## config.mk

```make
export PLATFORM = sky130hd
export DESIGN_NAME = i2c_regptr_target
export DESIGN_NICKNAME = d
export VERILOG_FILES = /design/src/rtl/i2c_rp_pkg.sv /design/src/rtl/i2c_rp_sync.sv /design/src/rtl/i2c_rp_cond.sv /design/src/rtl/i2c_rp_core.sv /design/src/rtl/i2c_regptr_target.sv
export SDC_FILE = /design/constraint.sdc
export NUM_CORES = 1
export LEC_CHECK = 0
export ABC_AREA = 1
export BUFFER_PORTS_ARGS = -buffer_cell sky130_fd_sc_hd__buf_2
export CORE_UTILIZATION = 51
export CTS_BUF_LIST = sky130_fd_sc_hd__clkbuf_16
export DETAILED_ROUTE_END_ITERATION = 16
export PLACE_DENSITY_LB_ADDON = 0.1
export SLEW_MARGIN = 30
export SYNTH_ARGS = -nofsm -noshare
export SYNTH_HDL_FRONTEND = slang
export SYNTH_SLANG_ARGS = --single-unit
```

## constraint.sdc

```tcl
create_clock -name clk -period 1.35 [get_ports clk]
set_clock_uncertainty 0.15 [all_clocks]
set_input_delay 0.27 -clock clk [delete_from_list [all_inputs] [get_ports clk]]
set_output_delay 0.27 -clock clk [all_outputs]
set_load 0.005 [all_outputs]
```

## src/rtl/i2c_rp_pkg.sv

```systemverilog
package i2c_rp_pkg;
  localparam int BYTE_W = 8;
  typedef enum logic [3:0] {
    S_IDLE, S_ADDR, S_AACK, S_PTR, S_PACK, S_WR, S_WACK, S_RD, S_MACK
  } rp_state_t;
endpackage

```

## src/rtl/i2c_rp_sync.sv

```systemverilog
module i2c_rp_sync #(
  parameter int N      = 2,
  parameter int STAGES = 2
) (
  input  logic         clk,
  input  logic         rst_n,
  input  logic [N-1:0] din,
  output logic [N-1:0] dout
);
  for (genvar g = 0; g < N; g++) begin : g_line
    logic [STAGES-1:0] pipe;
    always_ff @(posedge clk or negedge rst_n) begin
      if (!rst_n) pipe <= '1;
      else        pipe <= {pipe[STAGES-2:0], din[g]};
    end
    assign dout[g] = pipe[STAGES-1];
  end
endmodule

```

## src/rtl/i2c_rp_cond.sv

```systemverilog
module i2c_rp_cond (
  input  logic clk,
  input  logic rst_n,
  input  logic scl_s,
  input  logic sda_s,
  output logic scl_rise,
  output logic scl_fall,
  output logic start_evt,
  output logic stop_evt
);
  logic scl_q, sda_q;

  always_ff @(posedge clk or negedge rst_n) begin
    if (!rst_n) begin
      scl_q <= 1'b1;
      sda_q <= 1'b1;
    end else begin
      scl_q <= scl_s;
      sda_q <= sda_s;
    end
  end

  assign scl_rise  = scl_s & ~scl_q;
  assign scl_fall  = ~scl_s & scl_q;
  assign start_evt = scl_s & scl_q & sda_q & ~sda_s;
  assign stop_evt  = scl_s & scl_q & ~sda_q & sda_s;
endmodule

```

## src/rtl/i2c_rp_core.sv

```systemverilog
module i2c_rp_core
  import i2c_rp_pkg::*;
#(
  parameter logic [6:0] DEV_ADDR = 7'h68,
  parameter int         AW       = 6
) (
  input  logic              clk,
  input  logic              rst_n,
  input  logic              sda_s,
  input  logic              scl_rise,
  input  logic              scl_fall,
  input  logic              start_evt,
  input  logic              stop_evt,
  input  logic [BYTE_W-1:0] mem_rdata,
  output logic [AW-1:0]     mem_addr,
  output logic              mem_we,
  output logic [BYTE_W-1:0] mem_wdata,
  output logic              sda_drive_low
);
  localparam int          CW      = $clog2(BYTE_W + 1);
  localparam logic [CW-1:0] FULL  = CW'(BYTE_W);
  localparam logic [CW-1:0] LAST  = CW'(BYTE_W - 1);
  localparam logic [AW-1:0] ONE   = AW'(1);

  rp_state_t         st, st_n;
  logic [CW-1:0]     bcnt, bcnt_n;
  logic [BYTE_W-1:0] sh, sh_n;
  logic [AW-1:0]     ptr, ptr_n;
  logic              rd, rd_n;
  logic              mack, mack_n;
  logic              we;

  always_comb begin
    st_n = st; bcnt_n = bcnt; sh_n = sh; ptr_n = ptr;
    rd_n = rd; mack_n = mack; we = 1'b0;
    if (stop_evt) begin
      st_n = S_IDLE; bcnt_n = '0;
    end else if (start_evt) begin
      st_n = S_ADDR; bcnt_n = '0;
    end else begin
      unique case (st)
        S_ADDR, S_PTR, S_WR: begin
          if (scl_rise && bcnt != FULL) begin
            sh_n   = {sh[BYTE_W-2:0], sda_s};
            bcnt_n = bcnt + 1'b1;
          end else if (scl_fall && bcnt == FULL) begin
            bcnt_n = '0;
            if (st == S_ADDR) begin
              if (sh[BYTE_W-1:1] == DEV_ADDR) begin
                st_n = S_AACK; rd_n = sh[0];
              end else begin
                st_n = S_IDLE;
              end
            end else if (st == S_PTR) begin
              ptr_n = sh[AW-1:0]; st_n = S_PACK;
            end else begin
              we = 1'b1; ptr_n = ptr + ONE; st_n = S_WACK;
            end
          end
        end
        S_AACK: if (scl_fall) begin
          if (rd) begin st_n = S_RD; sh_n = mem_rdata; end
          else          st_n = S_PTR;
        end
        S_PACK, S_WACK: if (scl_fall) st_n = S_WR;
        S_RD: if (scl_fall) begin
          sh_n   = {sh[BYTE_W-2:0], 1'b0};
          bcnt_n = bcnt + 1'b1;
          if (bcnt == LAST) begin
            st_n = S_MACK; bcnt_n = '0; ptr_n = ptr + ONE;
          end
        end
        S_MACK: begin
          if (scl_rise) mack_n = ~sda_s;
          if (scl_fall) begin
            if (mack) begin st_n = S_RD; sh_n = mem_rdata; end
            else            st_n = S_IDLE;
          end
        end
        default: ;
      endcase
    end
  end

  always_ff @(posedge clk or negedge rst_n) begin
    if (!rst_n) begin
      st <= S_IDLE; bcnt <= '0; sh <= '0; ptr <= '0; rd <= 1'b0; mack <= 1'b0;
    end else begin
      st <= st_n; bcnt <= bcnt_n; sh <= sh_n; ptr <= ptr_n; rd <= rd_n; mack <= mack_n;
    end
  end

  assign mem_addr      = ptr;
  assign mem_we        = we;
  assign mem_wdata     = sh;
  assign sda_drive_low = (st == S_AACK) || (st == S_PACK) || (st == S_WACK) ||
                         ((st == S_RD) && !sh[BYTE_W-1]);
endmodule

```

## src/rtl/i2c_regptr_target.sv

```systemverilog
module i2c_regptr_target #(
  parameter logic [6:0] DEV_ADDR = 7'h68,
  parameter int         AW       = 6,
  parameter int         SYNC_STG = 2
) (
  input  logic         clk,
  input  logic         rst_n,
  input  logic         scl_i,
  input  logic         sda_i,
  output logic         sda_drive_low,
  output logic [AW-1:0] mem_addr,
  output logic         mem_we,
  output logic [7:0]   mem_wdata,
  input  logic [7:0]   mem_rdata
);
  logic [1:0] rst_pipe;
  logic       rst_n_s;
  logic       scl_s, sda_s, scl_rise, scl_fall, start_evt, stop_evt;

  always_ff @(posedge clk or negedge rst_n) begin
    if (!rst_n) rst_pipe <= 2'b00;
    else        rst_pipe <= {rst_pipe[0], 1'b1};
  end
  assign rst_n_s = rst_pipe[1];

  i2c_rp_sync #(.N(2), .STAGES(SYNC_STG)) u_sync (
    .clk(clk), .rst_n(rst_n_s), .din({scl_i, sda_i}), .dout({scl_s, sda_s})
  );

  i2c_rp_cond u_cond (
    .clk(clk), .rst_n(rst_n_s), .scl_s(scl_s), .sda_s(sda_s),
    .scl_rise(scl_rise), .scl_fall(scl_fall),
    .start_evt(start_evt), .stop_evt(stop_evt)
  );

  i2c_rp_core #(.DEV_ADDR(DEV_ADDR), .AW(AW)) u_core (
    .clk(clk), .rst_n(rst_n_s), .sda_s(sda_s),
    .scl_rise(scl_rise), .scl_fall(scl_fall),
    .start_evt(start_evt), .stop_evt(stop_evt),
    .mem_rdata(mem_rdata), .mem_addr(mem_addr), .mem_we(mem_we),
    .mem_wdata(mem_wdata), .sda_drive_low(sda_drive_low)
  );
endmodule

```

# Word-level counts from Yosys, hierarchy flattened
# Cells that the tools add are included.
dict set report totals {
  regBits 32
  wordCells 119
  in_bits 12
  output_inout_bits 16
}
dict set report classes {
  bitwise 14
  n_addsub 2
  eq_ne 30
  mux 43
  reduce_logical 19
}
# cell count
set op_table {}
lappend op_table {{$mux W4} 16}
lappend op_table {{$mux W8} 6}
lappend op_table {{$mux W6} 6}
lappend op_table {{$pmux W8 S4} 1}
lappend op_table {{$ne A4 B3 Y1 const B} 6}
lappend op_table {{$eq A4 B3 Y1 const B} 5}
lappend op_table {{$pmux W4 S5} 1}
lappend op_table {{$ne A2 B1 Y1 const B} 8}
lappend op_table {{$reduce_and A8 Y1} 2}
lappend op_table {{$pmux W6 S2} 1}
lappend op_table {{$reduce_and A9 Y1} 1}
lappend op_table {{$eq A4 B2 Y1 const B} 2}
lappend op_table {{$eq A4 B4 Y1 const B} 2}
lappend op_table {{$ne A4 B4 Y1 const B} 2}
lappend op_table {{$pmux W4 S2} 1}
lappend op_table {{$reduce_bool A4 Y1} 2}
lappend op_table {{$and A1 B1 Y1} 7}
lappend op_table {{$eq A7 B7 Y1 const B} 1}
lappend op_table {{$mux W1} 7}
lappend op_table {{$not A1 Y1} 7}
lappend op_table {{$reduce_and A7 Y1} 1}
lappend op_table {{$reduce_bool A7 Y1} 1}
lappend op_table {{$add A6 B1 Y6 const B} 1}
lappend op_table {{$mux W3} 2}
lappend op_table {{other kinds (13)} 19}

# Longest topological paths before layout
dict set report depth {
  depth_word 8
  ltp_mapped 11
  ltp_nobuf 11
}

# Hierarchy
# Synthesis repeated with hierarchy kept, for this count alone.
dict set report hier_totals {
  hier_cells 283
  area_unflattened_um2 2015.7
}
# module seq_area_each_um2 cells_per_inst n_inst area_each_um2
set by_module_without_submodules {}
lappend by_module_without_submodules {i2c_rp_core 600.6 261 1 1747.9}
lappend by_module_without_submodules {i2c_rp_sync 105.1 6 1 120.1}
lappend by_module_without_submodules {i2c_rp_cond 52.6 13 1 93.8}
lappend by_module_without_submodules {i2c_regptr_target 50.0 3 1 53.8}

# Worst setup path after synthesis
# No wires, ideal clock.
dict set report synth_path {
  kind {register to register}
  start {register u_core.bcnt[0]}
  end {register u_core.sh[5] (netlist: u_core.mem_wdata[5])}
  arrival_time_ns 1.491
  required_time_ns 1.083
  stages_incl_launch_ff 12
  path_buffers 1
  path_slack_ns -0.407
  synth_period_minus_slack_ns 1.757
  setup_ns 0.117
  path_cell_list {dfrtp_1 > inv_1 > ha_1 > nand2_1 > nor2_1 > nor2_1 > nand2_2 > nand2_2 > nand3_4 > buf_6 > nand2_2 > o21ai_2}
}
dict set report synth_between {
  elab_chain_len 4
}
# item line_no
set synth_lines {}
lappend synth_lines {{from (decl)} i2c_rp_core.sv:26} ;# logic [CW-1:0] bcnt, bcnt_n;
lappend synth_lines {{from (signal assigned)} i2c_rp_core.sv:89} ;# st <= st_n; bcnt <= bcnt_n; sh <= sh_n; ptr <= ptr_n; rd <= rd_n; mack <= mack_n;
lappend synth_lines {{$ne A4 B4 Y1} i2c_rp_core.sv:43} ;# if (scl_rise && bcnt != FULL) begin
lappend synth_lines {{$logic_and A1 B1 Y1} i2c_rp_core.sv:43}
lappend synth_lines {{$ne A2 B1 Y1 (no line)} -}
lappend synth_lines {{$reduce_and A9 Y1 (no line)} -}
lappend synth_lines {{to (signal assigned)} i2c_rp_core.sv:89}
lappend synth_lines {{to (decl)} i2c_rp_core.sv:27} ;# logic [BYTE_W-1:0] sh, sh_n;
# No other way between the ends.
# A chain may end at the register's enable or synchronous reset.

# Worst setup path in the final report
dict set report layout_path {
  start {register u_cond.scl_q}
  end {register u_core.ptr[1] (netlist: u_core.mem_addr[1])}
}
dict set report layout_between {
  elab_chain_len 5
  elab_cells_between_ends 16
  classes_between {eq/ne: 3; bitwise: 10; reduce/logical: 3}
}
# item line_no
set layout_lines {}
lappend layout_lines {{from (decl)} i2c_rp_cond.sv:11} ;# logic scl_q, sda_q;
lappend layout_lines {{from (signal assigned)} i2c_rp_cond.sv:18} ;# scl_q <= scl_s;
lappend layout_lines {{$not A1 Y1 or $and A1 B1 Y1 (tied branches)} {i2c_rp_cond.sv:23, i2c_rp_cond.sv:25, i2c_rp_cond.sv:26}}
lappend layout_lines {{$and A1 B1 Y1 (on tied branches)} {i2c_rp_cond.sv:23, i2c_rp_cond.sv:25, i2c_rp_cond.sv:26}}
lappend layout_lines {{$logic_and A1 B1 Y1 (tied with other cells)} i2c_rp_core.sv:43}
lappend layout_lines {{$ne A2 B2 Y1 (no line) or $not A1 Y1 (tied branches)} -}
lappend layout_lines {{$reduce_and A8 Y1 (no line) (*)} -}
lappend layout_lines {{to (signal assigned)} i2c_rp_core.sv:89}
lappend layout_lines {{to (decl)} i2c_rp_core.sv:28} ;# logic [AW-1:0] ptr, ptr_n;
# Mark *: on every way between the ends. The rest lies on a longest branch, timed or not.

==> impl_results.md <==
* Synth-to-Final Area Change at 67.99%
* CP Launch Point: u_cond.scl_q
* Synth unique cells at 32
* Max VDD drop at approximately 1500 uV
* Critical R2R Launch: u_cond.scl_q
* Max cap viols at 0
* Post-DRT Antenna Nets at 0
* Post-Syn Area at 0.001986 mm2
* Final TNS setup at -15,160 ps
* Synth Area per Inst at 7.465 um2
* Status: finished, violations left
* CTS Sinks at 32
* CP Data Required Time at between 1000 and 1500 ps
* # placed instances at slightly below 400
* Post-synth EDFFs at 0
* Final Worst Setup Slack at -716.6 ps
* Syn Nets at 281
* CP arrival at approximately 2000 ps
* IO Count at 28
* Seq/Total Area, Yosys at between 40 and 50%
* Synth warn at 0
* Placer Congestion at around 0.97
* Via-per-instance ratio at around 6.0
* CTS buffer count at 5
* Clock Latency Late Sink at about 280 ps
* CTS tree: done
* Hold crit path type: reg -> async
* Core ar. at 0.003689 mm2
* Gr ovfl total at 0
* IO Port Bufs at 27
* Routed len/inst at about 20 um
* Power Density at 2249 mW/mm2
* Ys async rst share at 100.0%
* RSZ-0062 raised after global routing: true
* CP Max Fanout at 5
* Cells after Synth at 266
* Top-area cell type share of the netlist area at between 30% and 40%
* Largest area contributor in the netlist: dfrtp_1
* Die height at approximately 64 um
* Clk Tree Root Cell: clkbuf_16
* Cell leakage power at 1.697 nW
* Post-route DRC at 0
* H-tree Lvls at 2
* Max Root-Sink Buffers at 2
* # rows at 22
* NumNets Final at between 300 and 400
* Final Hold Fails at 0
* Dominant synthesized flop cell: dfrtp_1
* Post-route minimum period at a little over 2000 ps
* Fraction of layout cells with a size suffix above 1 at 52.63%
* Worst r2r dst: u_core.mem_addr[1]
* Flop-to-flop setup slack at -720 ps
* Fmax at 483.9 MHz
* Crit. End Element: flop
* Drt first pass iters at 6
* Number of global-route vias before repair at ~2,100
* Clock transition at path regs at around 50 ps
* Antenna cells at 0
* Total GRT Usage at a little under a third
* DRT Wirelength at about 8400 um
* Class of the most critical setup path: reg -> reg
* Worst path buffer plus inverter count at 2
* Slew Viols, Final at 0
* First-pass GRT wire length at 9666 um
* Final setup fails at 27
* CP top delay family: simple AND/OR/NAND/NOR gates
* #FFs+latches synth at 32
* Post-DP HPWL at 3588 um
* Critical-path top delay cell: dfstp_2
* Top post-synthesis cells by area: dfrtp_1 33%, nand2_1 14%, nand3_1 8.3%
* Crit share post-route at 153.1%
* Post-route insts no fill at approximately 430
* Die area at just over 0.004 mm2
* Failing checks: negative setup slack
* Cells on worst reg2reg path at 10
* Crit-path max cell delay at approximately 580 ps
* First DRT Iteration DRCs at 385
* Fillers at between 100 and 150
* Chip width at approximately 64 um
* Largest net degree at the start of global routing at 17
* Crit path cell chain: inv_2 > nor2_4 > nand2_4 > buf_4 > nand2_2 > nand2_2 > nor2_4 > nand2_4 > nand2_1 > o21ai_1
* Initial Util at 53.83%
* Via count at 2,583
* Antenna violations before repair at 0
* Startpoint types: flop
sequential cells by signal (all words and copies together) (netlist names), 2 cells and up:
name and flops:
u_core.st 4, u_core.mem_addr 6, u_sync.g_line.pipe 4, u_core.mem_wdata 8, u_core.bcnt 4, rst_pipe 2
cell usage after synthesis, types with 2 or more instances:
| master | number |
|---|---|
| a21oi_1 | 2 |
| buf_2 | 2 |
| buf_6 | 2 |
| dfrtp_1 | 26 |
| dfstp_2 | 6 |
| ha_1 | 3 |
| inv_1 | 29 |
| inv_2 | 2 |
| nand2_1 | 73 |
| nand2_2 | 10 |
| nand3_1 | 33 |
| nor2_1 | 21 |
| nor2_2 | 9 |
| o21ai_0 | 14 |
| o21ai_1 | 6 |
| o21ai_2 | 9 |
| xnor2_1 | 3 |
| xor2_1 | 2 |
timing repair:
| action | in CTS | in global routing |
|---|---|---|
| endpoints found under the setup margin | 27 | 30 |
| hold buffers | 3 | 0 |
| endpoints found under the hold margin | 4 | 0 |
| pin swaps | 12 | 17 |
| gates cloned | 2 | 0 |
| buffers inserted | 15 | 17 |
| resized for setup | 37 | 54 |
metal layers:
layer | up-vias | global-route usage [%] | part of all wire, %
met1 | 1222 | 41.29 | 38
met5 | - | 0 | 0
met4 | 0 | 8.889 | 5.8
met2 | 210 | 49.87 | 47
met3 | 63 | 6.429 | 8.7
li1 | 1088 | - | -
kinds of logic (layout without fill, tap and decap cells):
| kind of cell | count (synthesis) | in the layout | share of synthesized area [%] |
|---|---|---|---|
| DFF | 32 | 32 | 40.71 |
| buffers and inverters | 36 | 148 | 7.876 |
| muxes | 1 | 1 | 0.5041 |
| xor gates and xnor gates | 5 | 5 | 2.206 |
| adders and majority gates | 3 | 3 | 1.891 |
| and+or+nand+nor | 153 | 155 | 35.60 |
| other | 1 | 1 | 0.1889 |
| AOI/OAI and AO/OA | 35 | 35 | 11.03 |
power by group:
part	switching [W]	internal, W
clock	0.000396	0.000859
combinational	0.00260	0.00202
sequential	0.000362	0.00126
total	0.00336	0.00414
stage by stage:
stage / worst slack (ps) / total power (W) / instance area, um2 / hold slack, ps / utilization, %
floorplan: -306.9 / 0.003462 / 2017 / -175.6 / -
global placement: -503.7 / 0.004548 / 2544 / -95.56 / 68.96
detailed placement: -531.5 / 0.004621 / 2544 / -93.08 / 68.96
CTS: -514.7 / 0.006440 / 3002 / 63.58 / 81.38
global route: -768.5 / 0.007867 / 3336 / 82.31 / 90.43
finish: -716.6 / 0.007502 / 3336 / 60.03 / 90.43
cell type report:
class,instances,area (um2),share of cell area [%]
multi-input combinational,200,1320,39.57
timing repair buffer,109,857.1,25.69
sequential,32,813.3,24.38
clock buffer,5,125.1,3.751
inverter,31,121.4,3.638
tap,48,60.06,1.800
clock inverter,3,38.79,1.163
how the worst max path moves through the flow:
stage,slack [ps],endpoint,depth (start not counted)
after CTS,-510,mem_we,5
after global placement,-500,u_core.mem_wdata[1],7
after floorplan,-310,u_core.mem_wdata[5],11
final,-720,u_core.mem_addr[1],10
after global routing,-770,u_core.mem_addr[1],10
after detailed placement,-530,u_core.mem_wdata[3],7
cells in the final DEF, fill, tap and decap left out, types with 2 or more instances in the layout:
master	count
inv_2	4
nand2_1	57
inv_4	2
buf_4	60
xor2_1	2
inv_1	26
buf_6	21
nand3_1	27
o21ai_0	7
buf_2	24
nor2_1	15
o21ai_2	11
nand2_2	20
ha_4	2
nor2_2	3
o21ai_1	10
nor2_4	13
nand3_4	3
nand2_4	8
clkbuf_16	5
nand3_2	5
xnor2_1	3
dfrtp_2	4
dfstp_2	6
dfrtp_1	22
dlygate4sd3_1	3
Power figures use the tool's default switching activity.
